<file path="config.mk">
export PLATFORM = sky130hd
export DESIGN_NAME = evt_timer_regif
export DESIGN_NICKNAME = d
export VERILOG_FILES = /design/src/rtl/evt_timer_pkg.sv /design/src/rtl/evt_timer_counter.sv /design/src/rtl/evt_timer_channel.sv /design/src/rtl/evt_timer_irq_router.sv /design/src/rtl/evt_timer_regif.sv
export SDC_FILE = /design/constraint.sdc
export NUM_CORES = 2
export LEC_CHECK = 0
export BUFFER_PORTS_ARGS = -buffer_cell sky130_fd_sc_hd__buf_4
export CAP_MARGIN = 20
export CORE_ASPECT_RATIO = 1.4
export CORE_MARGIN = 4
export CORE_UTILIZATION = 60
export CTS_CLUSTER_SIZE = 28
export DETAILED_ROUTE_END_ITERATION = 8
export GPL_TIMING_DRIVEN = 0
export PLACE_DENSITY = 0.88
export REMOVE_ABC_BUFFERS = 1
export SYNTH_ARGS = -nofsm -noshare
export SYNTH_HDL_FRONTEND = slang
export SYNTH_SLANG_ARGS = --single-unit
</file>
<file path="constraint.sdc">
create_clock -name clk -period 5 [get_ports clk]
set_input_delay 1.5 -clock clk [delete_from_list [all_inputs] [get_ports clk]]
set_output_delay 1.5 -clock clk [all_outputs]
set_load 0.01 [all_outputs]
</file>
<file path="src/rtl/evt_timer_pkg.sv">
package evt_timer_pkg;

  localparam int WORD_W = 32;
  localparam int ADDR_W = 10;

  typedef enum logic [1:0] {
    SZ_BYTE = 2'd0,
    SZ_HALF = 2'd1,
    SZ_WORD = 2'd2,
    SZ_RSVD = 2'd3
  } acc_size_e;

  // Global area offsets (byte address, word aligned)
  localparam logic [ADDR_W-1:0] OFS_CAP_LO = 10'h000;
  localparam logic [ADDR_W-1:0] OFS_CAP_HI = 10'h004;
  localparam logic [ADDR_W-1:0] OFS_GCTL   = 10'h010;
  localparam logic [ADDR_W-1:0] OFS_STAT   = 10'h020;
  localparam logic [ADDR_W-1:0] OFS_CNT_LO = 10'h0F0;
  localparam logic [ADDR_W-1:0] OFS_CNT_HI = 10'h0F4;

  // Channel area: slot = addr[9:5] - CH_SLOT0, word = addr[4:2]
  localparam logic [4:0] CH_SLOT0 = 5'd8;
  localparam logic [2:0] SUB_CTL_LO = 3'd0;
  localparam logic [2:0] SUB_CTL_HI = 3'd1;
  localparam logic [2:0] SUB_CMP_LO = 3'd2;
  localparam logic [2:0] SUB_CMP_HI = 3'd3;

  localparam int GCTL_EN  = 0;
  localparam int GCTL_LEG = 1;

  localparam logic [4:0] LEG_LINE_CH0 = 5'd0;
  localparam logic [4:0] LEG_LINE_CH1 = 5'd8;

  typedef struct packed {
    logic [4:0] route;
    logic       mode32;
    logic       set_cmp;
    logic       periodic;
    logic       irq_en;
  } chan_ctl_t;

  function automatic chan_ctl_t ctl_from_word(input logic [WORD_W-1:0] w);
    chan_ctl_t c;
    c.irq_en   = w[2];
    c.periodic = w[3];
    c.set_cmp  = w[6];
    c.mode32   = w[8];
    c.route    = w[13:9];
    return c;
  endfunction

  function automatic logic [WORD_W-1:0] ctl_to_word(input chan_ctl_t c);
    return {18'b0, c.route, c.mode32, 1'b0, c.set_cmp, 2'b11, c.periodic, c.irq_en, 2'b00};
  endfunction

endpackage

</file>
<file path="src/rtl/evt_timer_counter.sv">
module evt_timer_counter #(
  parameter int CNT_W = 64
) (
  input  logic               clk,
  input  logic               rst_n,
  input  logic               run,
  input  logic               wr_lo,
  input  logic               wr_hi,
  input  logic [CNT_W/2-1:0] wdata,
  output logic [CNT_W-1:0]   count
);
  localparam int HW = CNT_W / 2;

  logic [CNT_W-1:0] cnt_q;

  always_ff @(posedge clk or negedge rst_n) begin
    if (!rst_n) begin
      cnt_q <= '0;
    end else begin
      if (wr_lo) cnt_q[HW-1:0] <= wdata;
      if (wr_hi) cnt_q[CNT_W-1:HW] <= wdata;
      if (!wr_lo && !wr_hi && run) cnt_q <= cnt_q + {{(CNT_W-1){1'b0}}, 1'b1};
    end
  end

  assign count = cnt_q;
endmodule

</file>
<file path="src/rtl/evt_timer_channel.sv">
module evt_timer_channel
  import evt_timer_pkg::*;
#(
  parameter int CNT_W = 64
) (
  input  logic               clk,
  input  logic               rst_n,
  input  logic               ctl_we,
  input  logic               cmp_lo_we,
  input  logic               cmp_hi_we,
  input  logic [CNT_W/2-1:0] wdata,
  input  logic               glb_en,
  input  logic               en_rise,
  input  logic               en_fall,
  input  logic [CNT_W-1:0]   count,
  output logic [WORD_W-1:0]  ctl_word,
  output logic [CNT_W-1:0]   cmp_val,
  output logic               fire,
  output logic [4:0]         route
);
  localparam int HW = CNT_W / 2;

  chan_ctl_t        ctl_q;
  chan_ctl_t        ctl_new;
  logic [CNT_W-1:0] cmp_q;
  logic [CNT_W-1:0] per_q;
  logic [CNT_W-1:0] cmp_step;
  logic             armed_q;
  logic             match;
  logic             fire_q;
  logic             load_cmp;

  always_comb begin
    if (ctl_q.mode32) match = armed_q && glb_en && (count[HW-1:0] == cmp_q[HW-1:0]);
    else              match = armed_q && glb_en && (count == cmp_q);
  end

  always_comb begin
    if (ctl_q.mode32) cmp_step = {{HW{1'b0}}, cmp_q[HW-1:0] + per_q[HW-1:0]};
    else              cmp_step = cmp_q + per_q;
  end

  assign ctl_new  = ctl_from_word(wdata);
  assign load_cmp = !ctl_q.periodic || ctl_q.set_cmp;

  always_ff @(posedge clk or negedge rst_n) begin
    if (!rst_n) begin
      ctl_q   <= '0;
      cmp_q   <= '1;
      per_q   <= '0;
      armed_q <= 1'b0;
      fire_q  <= 1'b0;
    end else begin
      fire_q <= match && ctl_q.irq_en;
      if (match) begin
        if (ctl_q.periodic && (per_q != '0)) cmp_q <= cmp_step;
        else armed_q <= 1'b0;
      end
      if (en_rise) armed_q <= (cmp_q != '1);
      if (en_fall) armed_q <= 1'b0;
      if (ctl_we) begin
        ctl_q <= ctl_new;
        if (ctl_new.mode32) begin
          cmp_q[CNT_W-1:HW] <= '0;
          per_q[CNT_W-1:HW] <= '0;
        end
      end
      if (cmp_lo_we) begin
        if (load_cmp) cmp_q[HW-1:0] <= wdata;
        if (ctl_q.periodic) begin
          if (ctl_q.mode32) per_q[HW-1:0] <= {1'b0, wdata[HW-2:0]};
          else              per_q[HW-1:0] <= wdata;
        end
        ctl_q.set_cmp <= 1'b0;
        armed_q       <= glb_en;
      end
      if (cmp_hi_we && !ctl_q.mode32) begin
        if (load_cmp) cmp_q[CNT_W-1:HW] <= wdata;
        else          per_q[CNT_W-1:HW] <= {1'b0, wdata[HW-2:0]};
        ctl_q.set_cmp <= 1'b0;
        armed_q       <= glb_en;
      end
    end
  end

  assign ctl_word = ctl_to_word(ctl_q);
  assign cmp_val  = cmp_q;
  assign fire     = fire_q;
  assign route    = ctl_q.route;
endmodule

</file>
<file path="src/rtl/evt_timer_irq_router.sv">
module evt_timer_irq_router
  import evt_timer_pkg::*;
#(
  parameter int NUM_CH  = 3,
  parameter int NUM_IRQ = 24
) (
  input  logic [NUM_CH-1:0]      fire,
  input  logic [NUM_CH-1:0][4:0] route,
  input  logic                   legacy,
  output logic [NUM_IRQ-1:0]     irq
);
  logic [NUM_CH-1:0][4:0] dest;

  for (genvar c = 0; c < NUM_CH; c++) begin : g_dest
    if (c == 0) begin : g_leg0
      assign dest[c] = legacy ? LEG_LINE_CH0 : route[c];
    end else if (c == 1) begin : g_leg1
      assign dest[c] = legacy ? LEG_LINE_CH1 : route[c];
    end else begin : g_plain
      assign dest[c] = route[c];
    end
  end

  always_comb begin
    irq = '0;
    for (int l = 0; l < NUM_IRQ; l++) begin
      for (int c = 0; c < NUM_CH; c++) begin
        if (fire[c] && (dest[c] == 5'(l))) irq[l] = 1'b1;
      end
    end
  end
endmodule

</file>
<file path="src/rtl/evt_timer_regif.sv">
module evt_timer_regif
  import evt_timer_pkg::*;
#(
  parameter int          NUM_CH  = 3,
  parameter int          NUM_IRQ = 24,
  parameter logic [31:0] TICK_FS = 32'd10000000
) (
  input  logic               clk,
  input  logic               rst_n,
  input  logic               req_valid,
  output logic               req_ready,
  input  logic               req_write,
  input  logic [1:0]         req_size,
  input  logic [9:0]         req_addr,
  input  logic [31:0]        req_wdata,
  output logic               rsp_valid,
  output logic [31:0]        rsp_rdata,
  output logic [NUM_IRQ-1:0] irq_pulse,
  output logic               legacy_off
);
  localparam int          CNT_W     = 64;
  localparam logic [31:0] ROUTE_CAP = (NUM_IRQ >= 32) ? 32'hFFFF_FFFF
                                                      : ((32'd1 << NUM_IRQ) - 32'd1);
  localparam logic [31:0] CAP_LO    = {16'h8086, 1'b1, 1'b0, 1'b1, 5'(NUM_CH - 1), 8'h01};

  logic             acc_word;
  logic             wr_word;
  logic             rd_acc;
  logic [9:0]       wa;
  logic             in_ch_area;
  logic [4:0]       ch_idx;
  logic [2:0]       sub;
  logic             ch_hit;
  logic             gctl_we;
  logic             cnt_lo_we;
  logic             cnt_hi_we;
  logic             glb_en;
  logic             glb_legacy;
  logic             en_rise;
  logic             en_fall;
  logic [CNT_W-1:0] count_val;
  logic [31:0]      rd_word;
  logic             rsp_v_q;
  logic [31:0]      rsp_d_q;

  logic [NUM_CH-1:0][31:0]    ch_ctl;
  logic [NUM_CH-1:0][63:0]    ch_cmp;
  logic [NUM_CH-1:0]          ch_fire;
  logic [NUM_CH-1:0][4:0]     ch_route;

  // Request decode
  assign req_ready  = 1'b1;
  assign acc_word   = req_valid && (req_size == SZ_WORD);
  assign wr_word    = acc_word && req_write;
  assign rd_acc     = req_valid && !req_write;
  assign wa         = {req_addr[9:2], 2'b00};
  assign in_ch_area = |req_addr[9:8];
  assign ch_idx     = req_addr[9:5] - CH_SLOT0;
  assign sub        = req_addr[4:2];
  assign ch_hit     = in_ch_area && (ch_idx < 5'(NUM_CH));

  assign gctl_we   = wr_word && !in_ch_area && (wa == OFS_GCTL);
  assign cnt_lo_we = wr_word && !in_ch_area && (wa == OFS_CNT_LO);
  assign cnt_hi_we = wr_word && !in_ch_area && (wa == OFS_CNT_HI);
  assign en_rise   = gctl_we &&  req_wdata[GCTL_EN] && !glb_en;
  assign en_fall   = gctl_we && !req_wdata[GCTL_EN] &&  glb_en;

  // Global control
  always_ff @(posedge clk or negedge rst_n) begin
    if (!rst_n) begin
      glb_en     <= 1'b0;
      glb_legacy <= 1'b0;
    end else if (gctl_we) begin
      glb_en     <= req_wdata[GCTL_EN];
      glb_legacy <= req_wdata[GCTL_LEG];
    end
  end

  assign legacy_off = glb_legacy;

  evt_timer_counter #(.CNT_W(CNT_W)) u_counter (
    .clk   (clk),
    .rst_n (rst_n),
    .run   (glb_en),
    .wr_lo (cnt_lo_we),
    .wr_hi (cnt_hi_we),
    .wdata (req_wdata),
    .count (count_val)
  );

  for (genvar c = 0; c < NUM_CH; c++) begin : g_ch
    logic sel;
    assign sel = wr_word && ch_hit && (ch_idx == 5'(c));

    evt_timer_channel #(.CNT_W(CNT_W)) u_chan (
      .clk       (clk),
      .rst_n     (rst_n),
      .ctl_we    (sel && (sub == SUB_CTL_LO)),
      .cmp_lo_we (sel && (sub == SUB_CMP_LO)),
      .cmp_hi_we (sel && (sub == SUB_CMP_HI)),
      .wdata     (req_wdata),
      .glb_en    (glb_en),
      .en_rise   (en_rise),
      .en_fall   (en_fall),
      .count     (count_val),
      .ctl_word  (ch_ctl[c]),
      .cmp_val   (ch_cmp[c]),
      .fire      (ch_fire[c]),
      .route     (ch_route[c])
    );
  end

  evt_timer_irq_router #(.NUM_CH(NUM_CH), .NUM_IRQ(NUM_IRQ)) u_router (
    .fire   (ch_fire),
    .route  (ch_route),
    .legacy (glb_legacy),
    .irq    (irq_pulse)
  );

  // Read mux
  always_comb begin
    rd_word = '0;
    if (in_ch_area) begin
      for (int c = 0; c < NUM_CH; c++) begin
        if (ch_hit && (ch_idx == 5'(c))) begin
          case (sub)
            SUB_CTL_LO: rd_word = ch_ctl[c];
            SUB_CTL_HI: rd_word = ROUTE_CAP;
            SUB_CMP_LO: rd_word = ch_cmp[c][31:0];
            SUB_CMP_HI: rd_word = ch_cmp[c][63:32];
            default:    rd_word = '0;
          endcase
        end
      end
    end else begin
      case (wa)
        OFS_CAP_LO: rd_word = CAP_LO;
        OFS_CAP_HI: rd_word = TICK_FS;
        OFS_GCTL:   rd_word = {30'b0, glb_legacy, glb_en};
        OFS_STAT:   rd_word = '0;
        OFS_CNT_LO: rd_word = count_val[31:0];
        OFS_CNT_HI: rd_word = count_val[63:32];
        default:    rd_word = '0;
      endcase
    end
  end

  always_ff @(posedge clk or negedge rst_n) begin
    if (!rst_n) begin
      rsp_v_q <= 1'b0;
      rsp_d_q <= '0;
    end else begin
      rsp_v_q <= rd_acc;
      if (rd_acc) rsp_d_q <= (req_size == SZ_WORD) ? rd_word : 32'd0;
    end
  end

  assign rsp_valid = rsp_v_q;
  assign rsp_rdata = rsp_d_q;
endmodule

</file>
Word-level counts from Yosys, hierarchy flattened
Cells that the tools add are included.
- bits in registers: 516
- input bits: 48
- word-level logic and storage cells: 453
- add/subtract/negate cells: 8
- magnitude comparators: 1
- eq/ne operators: 91
- muxes and demuxes: 158
- reductions and logical operators: 159
- operators by type and width (kind ; count):
    2-to-1 mux 32 bit ; 40
    2-to-1 mux 64 bit ; 10
    one-hot mux 32 bit (4 select lines) ; 3
    adder 64 bit ; 3
    == test 64 bit ; 3
    inequality test 64 bit, second input constant ; 3
    nonzero test 64 bit ; 3
    one-hot mux 32 bit (5 select lines) ; 1
    == test 5 x 4 -> 1 bit, second input constant ; 24
    == test 5 bit, second input constant ; 24
    logical AND 1 bit ; 120
    2-to-1 mux 1 bit ; 99
    adder 32 bit ; 3
    == test 32 bit ; 3
    adder 64 x 1 -> 64 bit, second input constant ; 1
    == test 5 x 3 -> 1 bit, second input constant ; 12
    == test 5 x 2 -> 1 bit, second input constant ; 7
    == test 5 x 1 -> 1 bit, second input constant ; 4
    zero test 5 bit ; 4
    == test 8 x 6 -> 1 bit, second input constant ; 2
    inequality test 5 x 4 -> 1 bit, second input constant ; 3
    nonzero test 5 bit ; 3
    zero test 1 bit ; 12
    AND reduction 2 bit ; 6
    15 further kinds ; 24

Logic depth before layout (Yosys ltp)
- depth in word-level cells: 11
- mapped depth: 15

Cells and area by module
A second synthesis with hierarchy kept.
- cells, all modules: 4825
- area, all modules: 41506.1 um2
- by module, submodules not included (module ; instances ; cells each ; area an instance (um2)):
    evt_timer_channel at g_ch[0].u_chan ... ; 2 ; 1221 ; 10746.6
    evt_timer_channel at g_ch[2].u_chan ; 1 ; 1205 ; 10665.2
    evt_timer_regif ; 1 ; 601 ; 4805.9
    evt_timer_counter ; 1 ; 443 ; 3737.3
    evt_timer_irq_router ; 1 ; 134 ; 804.5

Least setup slack after synthesis
OpenSTA, ideal clock, no wires.
- path kind: input to register
- start: in req_addr[9]
- end: reg g_ch[1].u_chan.cmp_q[33]
- arrival: 4185 ps
- required time: 4910 ps
- slack: 725 ps
- stages: 14
- buffers on the path: 2
- cell sequence: inv_1 ha_1 nand2_1 nor3_2 nand2_1 or4_1 clkbuf_1 or2_2 nor2_1 a21o_1 nor2_1 clkbuf_1 a22oi_1 o21ai_0
- word-level cells in the longest chain between the ends: 9
- elaborated cells on any way between the ends: 13
- classes of those cells: add/sub (1); order compare (1); eq/ne (1); mux (3); reduce/logical (7)
- ends and longest elaborated chain (item ; line ; source):
    start, declared ; evt_timer_regif.sv:14 ; input logic [9:0] req_addr,
    subtractor 5 x 4 -> 5 bit ; evt_timer_regif.sv:58 ; assign ch_idx = req_addr[9:5] - CH_SLOT0;
    < comparator 5 x 2 -> 1 bit ; evt_timer_regif.sv:60 ; assign ch_hit = in_ch_area && (ch_idx < 5'(NUM_CH));
    logical AND 1 bit ; evt_timer_regif.sv:60 ;
    logical AND 1 bit ; evt_timer_regif.sv:93 ; assign sel = wr_word && ch_hit && (ch_idx == 5'(c));
    logical AND 1 bit * ; evt_timer_regif.sv:93 ;
    logical AND 1 bit ; evt_timer_regif.sv:98 ; .ctl_we (sel && (sub == SUB_CTL_LO)),
    2-to-1 mux 32 bit ; evt_timer_channel.sv:61 ; if (ctl_we) begin
    2-to-1 mux 32 bit ; evt_timer_channel.sv:78 ; if (load_cmp) cmp_q[CNT_W-1:HW] <= wdata;
    2-to-1 mux 32 bit * ; evt_timer_channel.sv:77 ; if (cmp_hi_we && !ctl_q.mode32) begin
    end signal, assigned ; evt_timer_channel.sv:56 ; if (ctl_q.periodic && (per_q != '0)) cmp_q <= cmp_step;
    end signal, assigned by index ; evt_timer_channel.sv:69 ; if (load_cmp) cmp_q[HW-1:0] <= wdata;
    end signal, assigned by index ; evt_timer_channel.sv:78 ;
    end, declared ; evt_timer_channel.sv:25 ; logic [CNT_W-1:0] cmp_q;
Every way passes the cells marked *; elsewhere a longest branch is shown, timed or not.
A chain may end at the register's enable or synchronous reset.

Final worst setup path
- start: in req_addr[9]
- end: reg rsp_d_q[14], in the netlist rsp_rdata[14]
- word-level cells in the longest chain between the ends: 9
- elaborated cells on any way between the ends: 21
- classes of those cells: add/sub (1); order compare (1); eq/ne (6); mux (6); reduce/logical (7)
- ends and longest elaborated chain (item ; line ; source):
    subtractor 5 x 4 -> 5 bit ; evt_timer_regif.sv:58 ;
    < comparator 5 x 2 -> 1 bit ; evt_timer_regif.sv:60 ;
    logical AND 1 bit ; evt_timer_regif.sv:60 ;
    logical AND 1 bit ; evt_timer_regif.sv:125 ; if (ch_hit && (ch_idx == 5'(c))) begin
    2-to-1 mux 32 bit (3 in a row) ; evt_timer_regif.sv:125 ;
    2-to-1 mux 32 bit * ; evt_timer_regif.sv:123 ; if (in_ch_area) begin
    2-to-1 mux 32 bit * ; evt_timer_regif.sv:154 ; if (rd_acc) rsp_d_q <= (req_size == SZ_WORD) ? rd_word : 32'd0;
    end signal, assigned ; evt_timer_regif.sv:154 ;
    end, declared ; evt_timer_regif.sv:44 ; logic [31:0] rsp_d_q;
Marks and branches as above.

==> results by group <==
Outcome
  • Status: complete, no violations

Layout
  • Area grow syn2layout: 8.94%
  • Fraction of layout cells with a size suffix above 1: 15.2%
  • Final nets: 4547
  • Final core utilization: 65.9%
  • Most common cell after layout, fill and taps aside: nand2_1
  • Most frequent cells in the layout: nand2_1, o21ai_0, a21oi_1
  • Post-route insts no fill: a little over 5000

Drt
  • DRT antenna net count: 0
  • Via count of the routed design: between 30000 and 40000
  • Drt wl/cell: 32.9 um
  • DRC violation count after routing: 0
  • Routed wire length: 171000 um
  • Initial DRC Count: 5147
  • Vias per cell: 7.42
  • DRT Pass-1 Iters: 7

Die
  • Die X: 223 um
  • Die area: approximately 69000 sq um
  • CORE AREA: 64300 sq um
  • Ports: 107
  • Die H: about 300 um
  • FP Rows: between 100 and 150
  • Initial Utilization: 60.5%

Global route
  • Global-route wire length before repair: 245000 um
  • Largest net degree at the start of global routing: 117
  • Gr usage total: 47.7%
  • Gr ovfl total: 0
  • Vias in the first global route: 36800
  • Initial antenna violation count: 7

Setup path
  • Slowest-stage cell, CP: a221oi_1
  • Worst path cell trace: buf_4 > inv_1 > ha_1 > nand2_1 > nor3_2 > and2_1 > nand2b_1 > nor2_1 > a221oi_1 > o22ai_1 > a222oi_1 > o21ai_0
  • CP Data Required Time: 5.50 ns
  • Crit Path Class: input pin to flop
  • CP max FO: 12
  • Critical path endpoint category: flop
  • R2R cell count: 15
  • CP max stage delay: 1.06 ns
  • Critical Path Start Type: input pin
  • Worst EP arrival: 5.49 ns

Yosys
  • Syn avg cell area: 8.79 sq um
  • Mapped Area: between 30000 and 40000 sq um
  • Async set or reset register ratio after synthesis: 100%
  • Synth Warn #: 0
  • Post-synth top area share: between 20% and 30%
  • Sequential share of the synthesized area: 33.8%
  • Ys flop type: dfrtp_1
  • Largest area contributor in the netlist: dfrtp_1
  • Synth top area cells: dfrtp_1, dfstp_2, xnor2_1
  • Synth unique cells: 100
  • Synth Register Bits: between 500 and 600
  • EDFF count, synth: 0
  • Mapped Cells: 4422

Pwr
  • Leak: 18.0 nW
  • Worst vdd ir: between 200 and 300 uV
  • PD cells: around 220 nW/um^2

CTS
  • TritonCTS sink count: 516
  • CTS root buffer: clkbuf_16
  • Clk pin slew, worst setup/hold paths: 0.06 ns
  • CTS tree: done
  • Worst-Skew Late Latency: 0.65 ns
  • Clock tree buffer depth: 3
  • # Post-CTS Setup Buffers: 0
  • Num CTS Buffers: 54
  • H-tree Lvls: 2
  • # hold bufs at CTS: 0

STA
  • Tcrit/Tclk final: 99.8%
  • Setup TNS Final: 0 ns
  • Peak Freq: 0.200 GHz
  • RSZ-0062 raised after global routing: yes
  • Worst rel slew slack: 22.0%
  • Worst Clk Skew: approximately 0.036 ns
  • # setup viols final: 0
  • Final Hold Vio Count: 0
  • Final min period: 4.99 ns
  • Tightest Pin Transition: ~1.2 ns
  • Slew Limit Fails: 0

Placement
  • Routability cong.: 1.09
  • Placed cell count: 5087
  • DP HPWL: 123000 um
  • Port Buffers: 103

Worst hold path
  • Hold Crit Class: flop to flop
  • Hold path depth: 2

Run
  • Number of max-cap violations: 0
-- cell usage after synthesis, types with 10 or more instances --
cell	number
and3_1	34
a222oi_1	16
dfrtp_1	324
mux2_2	127
a21o_1	109
o211ai_1	17
and4_1	12
or3_1	14
nor2_1	256
a21oi_1	344
nor3_1	42
nand2_1	374
a22o_1	98
o221ai_1	16
o21bai_1	47
a211oi_1	22
or2_2	11
a31oi_1	37
nor4_1	86
nor3b_1	10
o21ai_0	350
dfstp_2	192
o31ai_1	26
o311ai_0	16
and2_1	29
o21a_1	23
mux2i_1	108
nand4_1	165
nor2b_1	30
inv_1	86
a221oi_1	64
buf_4	15
ha_1	192
a22oi_1	139
a21boi_0	14
buf_2	20
nand2b_1	25
a221o_1	20
nand3_1	84
clkbuf_1	286
xor2_1	93
o22ai_1	14
xnor2_1	308
-- per-layer routing --
metal / GRT usage [%] / share of wire (%) / wire length [um] / vias up
li1: - / - / - / 16200
met4: 42.6 / 12 / 19800 / 4
met5: 1.24 / 0.081 / 139 / -
met1: 54.9 / 33 / 57100 / 18500
met3: 14.8 / 12 / 21300 / 983
met2: 71.3 / 42 / 72400 / 2834
-- registers in the layout (all words and copies together), names as in the netlist --
| name | count |
|---|---|
| glb_en | 1 |
| g_ch.u_chan.armed_q | 3 |
| g_ch.u_chan.route | 15 |
| rsp_valid | 1 |
| g_ch.u_chan.cmp_val | 192 |
| g_ch.u_chan.ctl_word | 12 |
| g_ch.u_chan.per_q | 192 |
| rsp_rdata | 32 |
| g_ch.u_chan.fire | 3 |
| u_counter.count | 64 |
| legacy_off | 1 |
-- final timing paths --
check | start | endpoint | slack, ns
max in group asynchronous | rst_n | g_ch[1].u_chan.cmp_val[47] | 2.97
worst min register to register | rsp_rdata[22] | rsp_rdata[22] | 0.49
worst max-delay path | req_addr[9] | rsp_rdata[14] | 0.01
worst min-delay path | rsp_rdata[22] | rsp_rdata[22] | 0.49
min in group asynchronous | rst_n | g_ch[1].u_chan.per_q[14] | 0.72
worst max register to register | g_ch[1].u_chan.cmp_val[0] | g_ch[1].u_chan.cmp_val[60] | 0.20
-- layout make-up --
class	count	area (sq um)
multi-input combinational	3486	24300
fill	5268	21900
sequential	516	13200
clock buffer	79	1670
timing repair buffer	160	1580
tap	840	1050
inverter	86	323
clock inverter	21	283
antenna	6	15.0
-- stage by stage --
step | area [sq um] | hold WS (ns) | power (W) | setup WS (ns)
floorplan | 37500 | 0.465 | 0.00441 | -3.32
global placement | 39300 | 0.464 | 0.00481 | -9.74
detailed placement | 40300 | 0.474 | 0.00483 | -1.48
CTS | 42300 | 0.488 | 0.00923 | 0.0147
global route | 42300 | 0.518 | 0.00945 | -0.0225
finish | 42300 | 0.485 | 0.00929 | 0.0108
-- logic make-up (layout without fill, tap and decap cells) --
kind of cell	count (synthesis)	in the layout	share of synthesized area, %
AOI/OAI and AO/OA	1449	1449	24.5
and+or+nand+nor	1204	1204	15.4
DFF	516	516	33.8
buffers and inverters	420	346	4.33
xor gates and xnor gates	401	401	9.04
muxes	236	236	6.52
adders and majority gates	195	195	6.34
other	1	7	0.00965
-- report_power, final --
part / switching, W / total, W / internal, W / leakage [nW]
clock: 0.00186 / 0.00448 / 0.00262 / 0.966
sequential: 0.0000375 / 0.00423 / 0.00419 / 6.51
combinational: 0.000457 / 0.000576 / 0.000119 / 10.5
total: 0.00235 / 0.00929 / 0.00694 / 18.0
-- what timing repair did --
action / CTS / global route
hold endpoints to repair: 0 / 0
resized for setup: 8 / 9
endpoints found under the setup margin: 50 / 60
-- worst max-delay path: cells and delay by family --
| family | cells | cell delay (ns) |
|---|---|---|
| buf+inv | 2 | 0.20 |
| compound gates | 4 | 2.04 |
| simple gates | 5 | 1.53 |
| fa+ha+maj | 1 | 0.23 |
(Power assumes the default switching activity.)
